`config.mk`:
```
export PLATFORM = sky130hd
export DESIGN_NAME = qirq_selector
export DESIGN_NICKNAME = d
export VERILOG_FILES = /design/src/rtl/qirq_pkg.sv /design/src/rtl/qirq_cond_sel.sv /design/src/rtl/qirq_cfg_regs.sv /design/src/rtl/qirq_pending.sv /design/src/rtl/qirq_selector.sv
export SDC_FILE = /design/constraint.sdc
export NUM_CORES = 1
export LEC_CHECK = 0
export BUFFER_PORTS_ARGS = -buffer_cell sky130_fd_sc_hd__clkbuf_2
export CAP_MARGIN = 10
export CORE_MARGIN = 1
export CORE_UTILIZATION = 40
export DETAILED_ROUTE_END_ITERATION = 7
export GPL_TIMING_DRIVEN = 0
export SKIP_CTS_REPAIR_TIMING = 1
export SLEW_MARGIN = 30
export SYNTH_ARGS = -nofsm -noshare
export SYNTH_HDL_FRONTEND = slang
export SYNTH_HIERARCHICAL = 1
export SYNTH_SLANG_ARGS = --single-unit
```
`constraint.sdc`:
```
create_clock -name clk -period 3.35 [get_ports clk]
set_input_delay 0.5025 -clock clk [delete_from_list [all_inputs] [get_ports clk]]
set_output_delay 0.5025 -clock clk [all_outputs]
set_load 0.02 [all_outputs]
```
`src/rtl/qirq_pkg.sv`:
```
`timescale 1ns/1ps
package qirq_pkg;
  localparam int WORD_W     = 32;
  localparam int NIB_W      = 4;
  localparam int SRC_W      = 3;
  localparam int Q_PER_WORD = WORD_W / NIB_W;

  typedef enum logic [SRC_W-1:0] {
    SRC_EMPTY          = 3'd0,
    SRC_NEAR_EMPTY     = 3'd1,
    SRC_NEAR_FULL      = 3'd2,
    SRC_FULL           = 3'd3,
    SRC_NOT_EMPTY      = 3'd4,
    SRC_NOT_NEAR_EMPTY = 3'd5,
    SRC_NOT_NEAR_FULL  = 3'd6,
    SRC_NOT_FULL       = 3'd7
  } src_code_e;

  typedef struct packed {
    logic full;
    logic near_full;
    logic near_empty;
    logic empty;
  } qflags_t;

  // Low two code bits pick the flag, the top bit inverts it.
  function automatic logic sel_cond(input logic [SRC_W-1:0] code, input qflags_t f);
    logic raw;
    case (code[1:0])
      2'd0:    raw = f.empty;
      2'd1:    raw = f.near_empty;
      2'd2:    raw = f.near_full;
      default: raw = f.full;
    endcase
    return raw ^ code[2];
  endfunction

  function automatic logic [NIB_W-1:0] to_nibble(input logic [SRC_W-1:0] code);
    return {1'b0, code};
  endfunction
endpackage

```
`src/rtl/qirq_cond_sel.sv`:
```
`timescale 1ns/1ps
module qirq_cond_sel
  import qirq_pkg::*;
#(
  parameter int NUM_Q = 32
) (
  input  logic [NUM_Q-1:0]       st_empty,
  input  logic [NUM_Q-1:0]       st_near_empty,
  input  logic [NUM_Q-1:0]       st_near_full,
  input  logic [NUM_Q-1:0]       st_full,
  input  logic [NUM_Q*SRC_W-1:0] src_flat,
  output logic [NUM_Q-1:0]       cond
);
  for (genvar i = 0; i < NUM_Q; i++) begin : g_q
    qflags_t fl;
    assign fl.empty      = st_empty[i];
    assign fl.near_empty = st_near_empty[i];
    assign fl.near_full  = st_near_full[i];
    assign fl.full       = st_full[i];
    assign cond[i]       = sel_cond(src_flat[i*SRC_W +: SRC_W], fl);
  end
endmodule

```
`src/rtl/qirq_cfg_regs.sv`:
```
`timescale 1ns/1ps
module qirq_cfg_regs
  import qirq_pkg::*;
#(
  parameter int NUM_Q  = 32,
  parameter int ADDR_W = 3
) (
  input  logic                    clk,
  input  logic                    rst_n,
  input  logic                    wr_en,
  input  logic [ADDR_W-1:0]       wr_addr,
  input  logic [WORD_W-1:0]       wr_data,
  output logic [NUM_Q*SRC_W-1:0]  src_flat,
  output logic [NUM_Q*NIB_W-1:0]  src_words,
  output logic [NUM_Q-1:0]        en_q,
  output logic [NUM_Q-1:0]        src_chg_q
);
  localparam int SRC_WORDS = NUM_Q / Q_PER_WORD;
  localparam logic [ADDR_W-1:0] EN_A = ADDR_W'(SRC_WORDS);

  logic [SRC_W-1:0] src_q [NUM_Q];

  for (genvar i = 0; i < NUM_Q; i++) begin : g_src
    localparam int W = i / Q_PER_WORD;
    localparam int L = i % Q_PER_WORD;
    logic             hit;
    logic [SRC_W-1:0] nxt;
    assign hit = wr_en && (wr_addr == ADDR_W'(W));
    assign nxt = wr_data[L*NIB_W +: SRC_W];

    always_ff @(posedge clk or negedge rst_n) begin
      if (!rst_n) begin
        src_q[i]     <= '0;
        src_chg_q[i] <= 1'b0;
      end else begin
        src_chg_q[i] <= hit && (nxt != src_q[i]);
        if (hit) src_q[i] <= nxt;
      end
    end

    assign src_flat[i*SRC_W +: SRC_W]  = src_q[i];
    assign src_words[i*NIB_W +: NIB_W] = to_nibble(src_q[i]);
  end

  always_ff @(posedge clk or negedge rst_n) begin
    if (!rst_n)                        en_q <= '0;
    else if (wr_en && wr_addr == EN_A) en_q <= wr_data[NUM_Q-1:0];
  end

  // a source-change marker only follows a bus write
  p_chg_after_write_r7: assert property (@(posedge clk) disable iff (!rst_n)
    (src_chg_q != '0) |-> $past(wr_en));
endmodule

```
`src/rtl/qirq_pending.sv`:
```
`timescale 1ns/1ps
module qirq_pending #(
  parameter int NUM_Q = 32
) (
  input  logic             clk,
  input  logic             rst_n,
  input  logic [NUM_Q-1:0] cond,
  input  logic [NUM_Q-1:0] src_chg,
  input  logic [NUM_Q-1:0] clr_mask,
  output logic [NUM_Q-1:0] pend_q,
  output logic [NUM_Q-1:0] edge_evt
);
  logic [NUM_Q-1:0] cond_q;

  // Reset to ones: a condition already true at reset is not a rise.
  always_ff @(posedge clk or negedge rst_n) begin
    if (!rst_n) cond_q <= '1;
    else        cond_q <= cond;
  end

  assign edge_evt = cond & ~cond_q & ~src_chg;

  always_ff @(posedge clk or negedge rst_n) begin
    if (!rst_n) pend_q <= '0;
    else        pend_q <= (pend_q & ~clr_mask) | edge_evt;
  end

  p_set_on_rise_r3: assert property (@(posedge clk) disable iff (!rst_n)
    (edge_evt != '0) |=> ((pend_q & $past(edge_evt)) == $past(edge_evt)));

  p_no_spont_set_r3: assert property (@(posedge clk) disable iff (!rst_n)
    1'b1 |=> ((pend_q & ~$past(pend_q) & ~$past(edge_evt)) == '0));

  p_clear_r4: assert property (@(posedge clk) disable iff (!rst_n)
    ((clr_mask & ~edge_evt) != '0) |=> ((pend_q & $past(clr_mask & ~edge_evt)) == '0));

  p_set_wins_r5: assert property (@(posedge clk) disable iff (!rst_n)
    ((clr_mask & edge_evt) != '0) |=>
      ((pend_q & $past(clr_mask & edge_evt)) == $past(clr_mask & edge_evt)));
endmodule

```
`src/rtl/qirq_selector.sv`:
```
`timescale 1ns/1ps
module qirq_selector
  import qirq_pkg::*;
#(
  parameter int NUM_Q  = 32,
  parameter int ADDR_W = 3
) (
  input  logic               clk,
  input  logic               rst_n,
  input  logic [NUM_Q-1:0]   q_empty,
  input  logic [NUM_Q-1:0]   q_near_empty,
  input  logic [NUM_Q-1:0]   q_near_full,
  input  logic [NUM_Q-1:0]   q_full,
  input  logic               bus_we,
  input  logic [ADDR_W-1:0]  bus_addr,
  input  logic [31:0]        bus_wdata,
  output logic [31:0]        bus_rdata,
  output logic               irq_out
);
  localparam int SRC_WORDS = NUM_Q / Q_PER_WORD;
  localparam logic [ADDR_W-1:0] EN_A   = ADDR_W'(SRC_WORDS);
  localparam logic [ADDR_W-1:0] PEND_A = ADDR_W'(SRC_WORDS + 1);

  logic [NUM_Q*SRC_W-1:0] src_flat;
  logic [NUM_Q*NIB_W-1:0] src_words;
  logic [NUM_Q-1:0]       en_q, src_chg_q, cond, pend_q, edge_evt, clr_mask;
  logic                   irq_q;

  qirq_cfg_regs #(.NUM_Q(NUM_Q), .ADDR_W(ADDR_W)) i_cfg (
    .clk(clk), .rst_n(rst_n), .wr_en(bus_we), .wr_addr(bus_addr),
    .wr_data(bus_wdata), .src_flat(src_flat), .src_words(src_words),
    .en_q(en_q), .src_chg_q(src_chg_q));

  qirq_cond_sel #(.NUM_Q(NUM_Q)) i_cond (
    .st_empty(q_empty), .st_near_empty(q_near_empty),
    .st_near_full(q_near_full), .st_full(q_full),
    .src_flat(src_flat), .cond(cond));

  assign clr_mask = (bus_we && bus_addr == PEND_A) ? bus_wdata[NUM_Q-1:0] : '0;

  qirq_pending #(.NUM_Q(NUM_Q)) i_pend (
    .clk(clk), .rst_n(rst_n), .cond(cond), .src_chg(src_chg_q),
    .clr_mask(clr_mask), .pend_q(pend_q), .edge_evt(edge_evt));

  always_comb begin
    bus_rdata = '0;
    if (int'(bus_addr) < SRC_WORDS)
      bus_rdata = src_words[int'(bus_addr)*WORD_W +: WORD_W];
    else if (bus_addr == EN_A)
      bus_rdata[NUM_Q-1:0] = en_q;
    else if (bus_addr == PEND_A)
      bus_rdata[NUM_Q-1:0] = pend_q;
  end

  always_ff @(posedge clk or negedge rst_n) begin
    if (!rst_n) irq_q <= 1'b0;
    else        irq_q <= |(pend_q & en_q);
  end
  assign irq_out = irq_q;

  p_irq_lag_r6: assert property (@(posedge clk) disable iff (!rst_n)
    1'b1 |=> (irq_out == $past(|(pend_q & en_q))));

  p_irq_masked_r6: assert property (@(posedge clk) disable iff (!rst_n)
    (en_q == '0) |=> !irq_out);
endmodule

```
# == Yosys cells after proc, flatten, opt, wreduce, memory -nomap -nowiden ==
# Index checks and enable logic that the tools add are counted.
# totals
reg_bits,225
inputBits,166
out_inout_bits,33
# op_classes
order_cmp,1
eq_ne,101
shift,1
n_mux,36
n_bitwise,40
n_reduce_logical,72
# op_table
operator,n
$and A32 B32 Y32,4
$mux W32,4
$shiftx A128 B9 Y32,1
$ne A3 B3 Y1,32
$not A32 Y32,3
$pmux W1 S3,32
$eq A2 B1 Y1 const B,32
$eq A2 B2 Y1 const B,32
$logic_not A2 Y1,32
$logic_and A1 B1 Y1,38
$or A32 B32 Y32,1
$reduce_or A32 Y1,1
$xor A1 B1 Y1,32
$eq A3 B2 Y1 const B,2
$eq A3 B3 Y1 const B,2
$eq A3 B1 Y1 const B,1
$logic_not A3 Y1,1
$lt A3 B3 Y1 const B,1

# == Depth between registers and ports, before layout ==
# Gate-level depths: netlist of run 1.
# depth
depth_word,6
depth_mapped,6
depth_no_buf,4

# == Hierarchy ==
# The synthesis of run 1 kept the hierarchy.
# modules_own_cells
module,instances,cells_each,area_each_um2,seq_area_each_um2
qirq_cfg_regs,1,595,7727.4,4003.8
qirq_pending,1,160,2402.3,1641.6
qirq_selector,1,205,1890.6,25.0
qirq_cond_sel,1,64,1001.0,0.0

# == Least setup slack after synthesis of run 1 ==
# Ideal clock, no wire load.
# synth_path
path_type,input port to output port
from,input bus_addr[0]
to,output bus_rdata[10]
arrival_time_ns,1.511
setup_slack_ns,1.336
path_stages,5
path_buffers,2
path_cell_list,buf_6 buf_12 mux4_2 inv_1 o22ai_1
# synth_between
elab_chain_cells,4
elab_cells_between_ends,7
# synth_rtl
element,line_no,rtl
from (decl),qirq_selector.sv:15,"input logic [ADDR_W-1:0] bus_addr,"
branches (longest 3 deep; another with $shiftx A128 B9 Y32),--,
$mux W32 (*),qirq_selector.sv:47,if (int'(bus_addr) < SRC_WORDS)
to (decl),qirq_selector.sv:17,"output logic [31:0] bus_rdata,"
# Every way passes the cells marked *.

# == Worst setup path in the final report of run 1 ==
# layout_path
from,input bus_addr[2]
to,output bus_rdata[27]
# Same word-level chain as after synthesis.

==> impl_metrics.py, run 1 <==
metrics = {
    "outcome": {
        "status": "finished clean",
    },
    "placed_design": {
        "routabilityCongestion": 0.834,
        "dp_hpwl_um": 26200,
        "placed_cell_area_um2": 14800,
        "io_buffers": 198,
        "dp_cells": 1691,
    },
    "final_layout": {
        "utilization": 0.491,
        "instances_no_fill": 1740,
        "multi_input_area_um2": 5940,
        "fin_area_um2": 15600,
        "seq_area_um2": 5670,
        "nFillCells": 2933,
        "antenna_cells": 0,
        "final_common_cell": "clkbuf_2",
        "area_delta_synth_final_pct": 20.0,
        "drive_above_1_share": 0.497,
        "fin_nets": 1451,
        "layout_common_cells": "clkbuf_2, dfrtp_1, buf_4, mux2_2, xnor2_1",
    },
    "pwr": {
        "powerDensity_nw_per_um2": 623,
        "p_int_mw": 6.85,
        "pwr-share-clk": 0.293,
        "p_leak_nw": 6.96,
        "vdd_ir_drop_max_mv": 0.370,
        "seq_power_share": 0.426,
        "p_sw_frac": 0.296,
        "p_comb_frac": 0.281,
        "p_sw_mw": 2.88,
    },
    "synthesis": {
        "yosysTopAreaCellShare": 0.371,
        "syn_area_per_cell_um2": 12.7,
        "synth_largest_area_cell": "dfrtp_1",
        "yosysUniqueCellTypes": 33,
        "ys_warn_count": 6,
        "synth-seq-area-share": 0.435,
        "synth_area_leaders": "dfrtp_1, mux4_2, mux2_2",
        "syn_area_um2": 13000,
        "synth-seq-cells": 225,
        "synthesis.instances": 1024,
    },
    "critical_path": {
        "reg2reg_depth": 4,
        "r2r_slack_ns": 1.59,
        "crit_chain": "clkbuf_2, clkbuf_1, nand2b_1, clkbuf_1, o22ai_1, clkbuf_2",
        "cp_max_fo": 10,
        "reg2reg_to": "i_pend/pend_q[16]$_DFF_PN0_",
        "path_class": "input port to output pin",
        "slowest_stage": "o22ai_1",
        "crit-reg2reg-launch": "i_cfg/src_flat[48]$_DFFE_PN0P_",
        "arrival_ns": 2.16,
        "start_kind": "input port",
        "required_ns": 2.85,
        "end_kind": "output pin",
        "crit_buf_inv": 4,
        "max_stage_delay_ns": 0.34,
        "critPathTopFamily": "buffers and inverters",
    },
    "routing": {
        "drcViolationCount": 0,
        "drt_first_pass_iters": 4,
        "totalWireLength_um": 35100,
        "vias": 8558,
        "drt-initial-drc-count": 498,
        "postRouteAntennaNets": 0,
        "vias_per_cell": 4.92,
        "wl_per_cell_um": 20.2,
    },
    "clocking": {
        "clk_path_buf_depth": 3,
        "htreeDepth": 1,
        "cts_buffers": 27,
        "cts_tree": "built",
        "clkSinkCount": 225,
        "root_buffer": "clkbuf_16",
        "clkTransAtPathRegs_ns": 0.05,
        "clk_latency_ns": 0.53,
    },
    "sta": {
        "rsz0062_at_grt": "no",
        "setup_viol": 0,
        "skew_ns": 0.0167,
        "worst_pin_slew_ns": 0.658,
        "timing.final.crit_period_ns": 2.66,
        "hold_viol_final": 0,
        "maxSlewHeadroom": 0.561,
        "finalMaxSlewViolations": 0,
        "clock.fmax_mhz": 376,
        "post-route-period-util": 0.794,
    },
    "floorplanning": {
        "die-area_um2": 33300,
        "ios": 199,
        "die_y_um": 182,
        "num_rows": 65,
        "die_w_um": 182,
        "start_util": 0.409,
        "core_um2": 31800,
    },
    "global_route": {
        "grt.total_usage": 0.216,
        "grt_pass1_vias": 8938,
        "grt_max_degree": 80,
        "grt_pass1_wl_um": 53400,
        "antenna_found_initial": 0,
        "gr-total-overflow": 0,
    },
    "min_path": {
        "hold_path_class": "input port to async pin",
    },
    "job": {
        "drv_cap": 0,
    },
}
[registers in the layout (all words and copies together) (netlist names)]
register and cells:
i_cfg/src_flat 96, i_cfg/src_chg_q 32, i_pend/pend_q 32, irq_out 1, i_cfg/en_q 32, i_pend/cond_q 32
[power by group through the flow]
stage	Sequential (mW)	Clock (mW)	Combinational, mW
3_3_place_gp	4.18	0	2.70
3_5_place_dp	4.19	0	2.75
5_1_grt	4.24	3.02	2.97
2_1_floorplan	3.98	0	2.08
6_report	4.14	2.85	2.74
4_1_cts	4.15	2.91	2.77
[synth_stat cells]
cell type	number
dfrtp_1	193
buf_4	130
mux2_2	124
xnor2_1	96
inv_1	64
mux4_2	64
a21o_1	32
a31oi_1	32
and2_1	32
dfstp_2	32
mux2i_1	32
nor3b_2	32
o22ai_1	32
xor2_1	32
buf_1	24
buf_2	17
a22oi_1	16
clkbuf_1	12
nand4_1	4
buf_6	3
clkbuf_2	3
nor4bb_1	3
buf_12	2
mux2_1	2
mux2_4	2
nand4bb_1	2
and4b_1	1
conb_1	1
nand2b_1	1
nand4b_1	1
nor4b_1	1
or4_1	1
or4b_1	1
[logic make-up after synthesis]
family,share of synthesized area
AO/OA/AOI/OAI,0.0584
AND/OR/NAND/NOR,0.0560
buffers and inverters,0.117
XOR/XNOR,0.0861
flip-flops,0.435
multiplexers,0.247
other,0.000288
[per-stage QoR]
stage | hold WS (ns) | TNS, ns | setup WS [ns] | power, mW
global placement | 0.485 | -590.51 | -2.88 | 6.88
global route | 0.0226 | 0 | 0.589 | 10.2
CTS | 0.00484 | 0 | 0.663 | 9.83
detailed placement | 0.501 | 0 | 0.672 | 6.94
finish | 0.00853 | 0 | 0.689 | 9.73
floorplan | 0.207 | 0 | 1.34 | 6.06
[layer usage]
| metal | up-vias | wire length (um) | GRT usage |
|---|---|---|---|
| met5 | - | 0 | 0 |
| li1 | 3992 | - | - |
| met1 | 4310 | 15800 | 0.300 |
| met2 | 212 | 16500 | 0.352 |
| met3 | 44 | 1870 | 0.0319 |
| met4 | 0 | 881 | 0.0642 |
[worst max path at each step]
stage	start	to	cells past startpoint
after floorplan	bus_addr[0]	bus_rdata[10]	5
after CTS	bus_addr[2]	bus_rdata[15]	6
after global routing	bus_addr[1]	bus_rdata[15]	6
final	bus_addr[2]	bus_rdata[27]	6
after detailed placement	bus_addr[2]	bus_rdata[15]	6
after global placement	rst_n	i_cfg/src_flat[34]$_DFFE_PN0P_	1
[layout make-up]
type | instances | area share
Timing Repair Buffer | 201 | 0.0693
Tap cell | 435 | 0.0348
Inverter | 64 | 0.0154
Clock inverter | 7 | 0.00545
Multi-Input combinational cell | 575 | 0.380
Sequential cell | 225 | 0.363
Clock buffer | 42 | 0.0494
Buffer | 191 | 0.0823
(Power assumes the default switching activity.)
==> run 2, diff against run 1 <==
--- a/config.mk
+++ b/config.mk
@@ -5,6 +5,7 @@
 export SDC_FILE = /design/constraint.sdc
 export NUM_CORES = 1
 export LEC_CHECK = 0
+export ABC_AREA = 1
 export BUFFER_PORTS_ARGS = -buffer_cell sky130_fd_sc_hd__clkbuf_2
 export CAP_MARGIN = 10
 export CORE_MARGIN = 1
==> constraint.sdc (replaced) <==
create_clock -name clk -period 2.4 [get_ports clk]
set_input_delay 0.36 -clock clk [delete_from_list [all_inputs] [get_ports clk]]
set_output_delay 0.36 -clock clk [all_outputs]
set_load 0.02 [all_outputs]
==> run 2 against run 1 <==
Net effect: clock skew barely moved; utilization shrank 1.1 points; non-clock buffer count did not move; area after synthesis up 19%; setup slack lost 0.59 ns; global-route usage up 3.6 points; worst hold slack improved by 0.071 ns; flip-flop and latch count unchanged; critical path type unchanged; largest power group unchanged; highest routed layer unchanged.
==> impl_metrics.py, run 2 <==
metrics = {
    "outcome": {
        "status": "finished clean",
    },
    "min_path": {
        "hold_path_class": "input port to register",
    },
    "sta": {
        "finalMaxSlewViolations": 0,
        "timing.final.crit_period_ns": 2.31,
        "maxSlewHeadroom": 0.560,
        "hold_viol_final": 0,
        "tns_ns": 0,
        "post-route-period-util": 0.961,
        "worst_pin_slew_ns": 0.660,
        "clock.fmax_mhz": 434,
        "skew_ns": 0.0172,
        "rsz0062_at_grt": "no",
        "setup_viol": 0,
    },
    "floorplanning": {
        "die-area_um2": 39400,
        "die_y_um": 199,
        "num_rows": 71,
        "die_w_um": 199,
        "ios": 199,
        "core_um2": 37800,
        "start_util": 0.409,
    },
    "final_layout": {
        "largest_reg_flops": 96,
        "area_delta_synth_final_pct": 17.5,
        "drive_above_1_share": 0.240,
        "utilization": 0.480,
        "final_common_cell": "nand2_1",
        "instances_no_fill": 3071,
        "fin_nets": 2706,
        "antenna_cells": 0,
        "layout_common_cells": "nand2_1, inv_1, nand3_1, clkbuf_2, dfrtp_1",
    },
    "routing": {
        "vias": 14189,
        "vias_per_cell": 4.62,
        "totalWireLength_um": 48900,
        "postRouteAntennaNets": 0,
        "drt_first_pass_iters": 7,
        "wl_per_cell_um": 15.9,
        "drt-initial-drc-count": 767,
        "drcViolationCount": 0,
    },
    "clocking": {
        "htreeDepth": 1,
        "clkSinkCount": 225,
        "clk_path_buf_depth": 3,
        "clk_latency_ns": 0.53,
        "root_buffer": "clkbuf_16",
        "cts_tree": "built",
        "cts_buffers": 26,
        "clkTransAtPathRegs_ns": 0.06,
    },
    "synthesis": {
        "syn_area_per_cell_um2": 6.79,
        "syn_area_um2": 15500,
        "ys_warn_count": 6,
        "synthesis.instances": 2279,
    },
    "critical_path": {
        "path_class": "input port to output pin",
        "crit_chain": "clkbuf_2, buf_6, inv_1, buf_4, nand2_1, nand3_1, nand3_1, nand2_1, nand2_1, clkbuf_2",
        "max_stage_delay_ns": 0.30,
        "path_common_cell": "nand2_1",
        "arrival_ns": 1.95,
        "cp_max_fo": 10,
        "slowest_stage": "buf_4",
        "start_kind": "input port",
        "end_kind": "output pin",
        "required_ns": 2.04,
    },
    "placed_design": {
        "dp_cells": 3022,
        "routabilityCongestion": 0.895,
        "io_buffers": 198,
        "dp_hpwl_um": 36500,
    },
    "global_route": {
        "grt.total_usage": 0.252,
        "grt_max_degree": 63,
        "antenna_found_initial": 0,
        "grt_pass1_wl_um": 74900,
        "grt_pass1_vias": 13365,
        "gr-total-overflow": 0,
    },
    "job": {
        "drv_cap": 0,
    },
    "pwr": {
        "vdd_ir_drop_max_mv": 0.509,
        "p_leak_nw": 10.4,
        "powerDensity_nw_per_um2": 741,
    },
}
## run 2: changes by cell type in the layout (fill, tap and decap cells not counted), sizes merged, moves of 64 or more
cell | before | now
nand3 | 0 | 244
xnor2 | 96 | 32
mux4 | 64 | 0
o21ai | 0 | 128
mux2 | 128 | 0
nand2 | 0 | 939
inv | 64 | 444
## run 2: power breakdown
group / internal, mW / total [mW] / switching [mW]
Sequential: 4.63 / 5.46 / 0.828
Combinational: 1.72 / 4.00 / 2.28
Clock: 2.40 / 4.00 / 1.60
## run 2: final cells by class
type	instances	area [um^2]
Buffer	190	1470
Clock buffer	41	768
Clock inverter	7	85.1
Fill cell	3920	19700
Inverter	444	1670
Multi-Input combinational cell	1451	6780
Sequential cell	225	5670
Tap cell	511	639
Timing Repair Buffer	202	1090
## run 2: path summary, 6_finish.rpt
check,start,endpoint,slack [ns],cells past startpoint
setup / recovery,bus_addr[0],bus_rdata[10],0.09,10
hold / removal,bus_wdata[19],i_cfg/en_q[19]$_DFFE_PN0P_,0.08,3
setup reg to reg,i_cfg/src_flat[15]$_DFFE_PN0P_,i_pend/pend_q[5]$_DFF_PN0_,1.03,8
hold reg to reg,i_cfg/src_chg_q[21]$_DFF_PN0_,i_pend/pend_q[21]$_DFF_PN0_,0.50,3
max in group asynchronous,rst_n,i_pend/cond_q[28]$_DFF_PN1_,1.03,4
min in group asynchronous,rst_n,i_cfg/src_flat[10]$_DFFE_PN0P_,0.36,2
## run 2: through the flow
stage          hold WS, ns  setup WS [ns]  cell area (um^2)  total power, mW
2_1_floorplan       0.0644          0.894             15600             8.18
3_3_place_gp         0.488          -3.76             17200             9.37
3_5_place_dp         0.365         0.0570             17300             9.50
4_1_cts             -0.185         0.0549             18200             13.5
5_1_grt             0.0853        0.00533             18200             14.3
6_report            0.0795         0.0940             18200             13.5
## run 2: routing by layer
layer	GRT usage	vias to the layer above	share of wire
met1	0.328	6519	0.43
met3	0.0456	101	0.066
met5	0	-	0
li1	-	7167	-
met2	0.415	402	0.46
met4	0.0983	0	0.041
## run 2: critical path: cells and delay by family
family,cells,cell delay [ns]
buffers and inverters,5,1.16
AND/OR/NAND/NOR,5,0.41
==> run 3, diff against run 2 <==
--- a/config.mk
+++ b/config.mk
@@ -8,7 +8,7 @@
 export ABC_AREA = 1
 export BUFFER_PORTS_ARGS = -buffer_cell sky130_fd_sc_hd__clkbuf_2
 export CAP_MARGIN = 10
-export CORE_MARGIN = 1
+export CORE_MARGIN = 2
 export CORE_UTILIZATION = 40
 export DETAILED_ROUTE_END_ITERATION = 7
 export GPL_TIMING_DRIVEN = 0
==> run 3 against run 2 <==
Net effect: setup slack lost 0.0031 ns; critical path depth shrank 2; clock power shrank 3%; fmax shrank 0.14%; non-clock buffer count is the same; sequential share of layout area is essentially flat; count of clock-buffer cells in the layout grew 4; largest cell class unchanged; highest routed layer unchanged.
==> impl_metrics.py, run 3 (synthesis gave the netlist of run 2 again) <==
metrics = {
    "critical_path": {
        "slowest_stage": "buf_1",
        "arrival_ns": 1.95,
        "critPathTopFamily": "buffers and inverters",
        "required_ns": 2.04,
        "crit_chain": "clkbuf_2, buf_6, buf_1, nand3_1, nand3_1, nand2_1, nand2_1, clkbuf_2",
        "reg2reg_to": "i_pend/pend_q[5]$_DFF_PN0_",
        "r2r_slack_ns": 1.00,
        "cp_max_fo": 10,
        "reg2reg_depth": 8,
        "crit_buf_inv": 4,
        "max_stage_delay_ns": 0.57,
        "path_class": "input port to output pin",
        "crit-reg2reg-launch": "i_cfg/src_flat[15]$_DFFE_PN0P_",
        "end_kind": "output pin",
        "start_kind": "input port",
    },
    "placed_design": {
        "place_ws_ns": 0.0907,
        "io_buffers": 198,
        "routabilityCongestion": 0.840,
        "dp_cells": 3029,
        "dp_hpwl_um": 36600,
        "placed_cell_area_um2": 17300,
    },
    "floorplanning": {
        "die_y_um": 201,
        "core_um2": 38400,
        "ios": 199,
        "die_w_um": 201,
        "num_rows": 72,
        "die-area_um2": 40200,
        "start_util": 0.403,
    },
    "clocking": {
        "clkTransAtPathRegs_ns": 0.06,
        "clk_path_buf_depth": 3,
        "cts_buffers": 26,
        "clkSinkCount": 225,
        "root_buffer": "clkbuf_16",
        "htreeDepth": 1,
        "cts_tree": "built",
        "clk_latency_ns": 0.54,
    },
    "sta": {
        "maxSlewHeadroom": 0.516,
        "whs_ns": 0.0946,
        "worst_pin_slew_ns": 0.727,
        "rsz0062_at_grt": "no",
        "tns_ns": 0,
        "skew_ns": 0.0118,
        "fin_ws_ns": 0.0908,
        "finalMaxSlewViolations": 0,
        "clock.fmax_mhz": 433,
        "hold_viol_final": 0,
        "setup_viol": 0,
        "timing.final.crit_period_ns": 2.31,
        "post-route-period-util": 0.962,
    },
    "outcome": {
        "status": "finished clean",
    },
    "final_layout": {
        "final_common_cell": "nand2_1",
        "utilization": 0.473,
        "instances_no_fill": 3078,
        "area_delta_synth_final_pct": 17.3,
        "fin_area_um2": 18100,
        "largest_reg_flops": 96,
        "drive_above_1_share": 0.239,
        "antenna_cells": 0,
        "fin_nets": 2706,
        "layout_common_cells": "nand2_1, inv_1, nand3_1, clkbuf_2, dfrtp_1",
    },
    "global_route": {
        "grt_pass1_vias": 13141,
        "grt.total_usage": 0.246,
        "grt_pass1_wl_um": 76200,
        "grt_max_degree": 73,
        "antenna_found_initial": 0,
        "gr-total-overflow": 0,
    },
    "routing": {
        "dr_wl_met2_um": 23000,
        "totalWireLength_um": 49400,
        "postRouteAntennaNets": 0,
        "drt-initial-drc-count": 1139,
        "drcViolationCount": 0,
        "wl_per_cell_um": 16.1,
        "drt-met1-wl_um": 22000,
        "route.met3.wl_um": 3130,
        "drt_first_pass_iters": 5,
        "vias_per_cell": 4.60,
        "dr.max_layer_used": "met4",
        "vias": 14153,
    },
    "min_path": {
        "hold_start": "bus_wdata[19]",
        "worstHoldPathCells": 3,
        "hold_path_class": "input port to register",
        "whs_endpoint": "i_cfg/en_q[19]$_DFFE_PN0P_",
    },
    "pwr": {
        "powerDensity_nw_per_um2": 734,
        "power_mw": 13.3,
        "vdd_ir_drop_max_mv": 0.510,
        "p_leak_nw": 10.4,
    },
    "job": {
        "drv_cap": 0,
    },
}
-- run 3: how the worst max path moves through the flow --
stage,end,startpoint,cells after the start,slack (ns)
after floorplan,bus_rdata[10],bus_addr[1],9,0.89
after global placement,i_cfg/src_chg_q[23]$_DFF_PN0_,rst_n,1,-3.72
after detailed placement,bus_rdata[1],bus_addr[1],8,0.09
after CTS,bus_rdata[1],bus_addr[1],8,0.09
after global routing,bus_rdata[14],bus_addr[1],8,0.0008
final,bus_rdata[20],bus_addr[1],8,0.09
-- run 3: area by class of cell --
cell class,count,area (um^2)
sequential,225,5670
fill,3945,20200
buffer,190,1470
tap,518,648
clock inverter,3,15.0
inverter,444,1670
timing repair buffer,202,1090
multi-input combinational,1451,6780
clock buffer,45,803
-- run 3: report_power, final --
| part | switching [mW] | internal (mW) |
|---|---|---|
| Sequential | 0.825 | 4.63 |
| Combinational | 2.28 | 1.72 |
| Clock | 1.60 | 2.25 |
-- run 3: worst min-delay path, stage by stage --
cell and delay [ns]:
clkbuf_2 0.10, inv_1 0.07, o21ai_2 0.05
-- run 3: layer usage --
layer,vias up,GRT usage
met2,414,0.407
met3,67,0.0416
met5,-,0
li1,7167,-
met4,0,0.0624
met1,6505,0.334
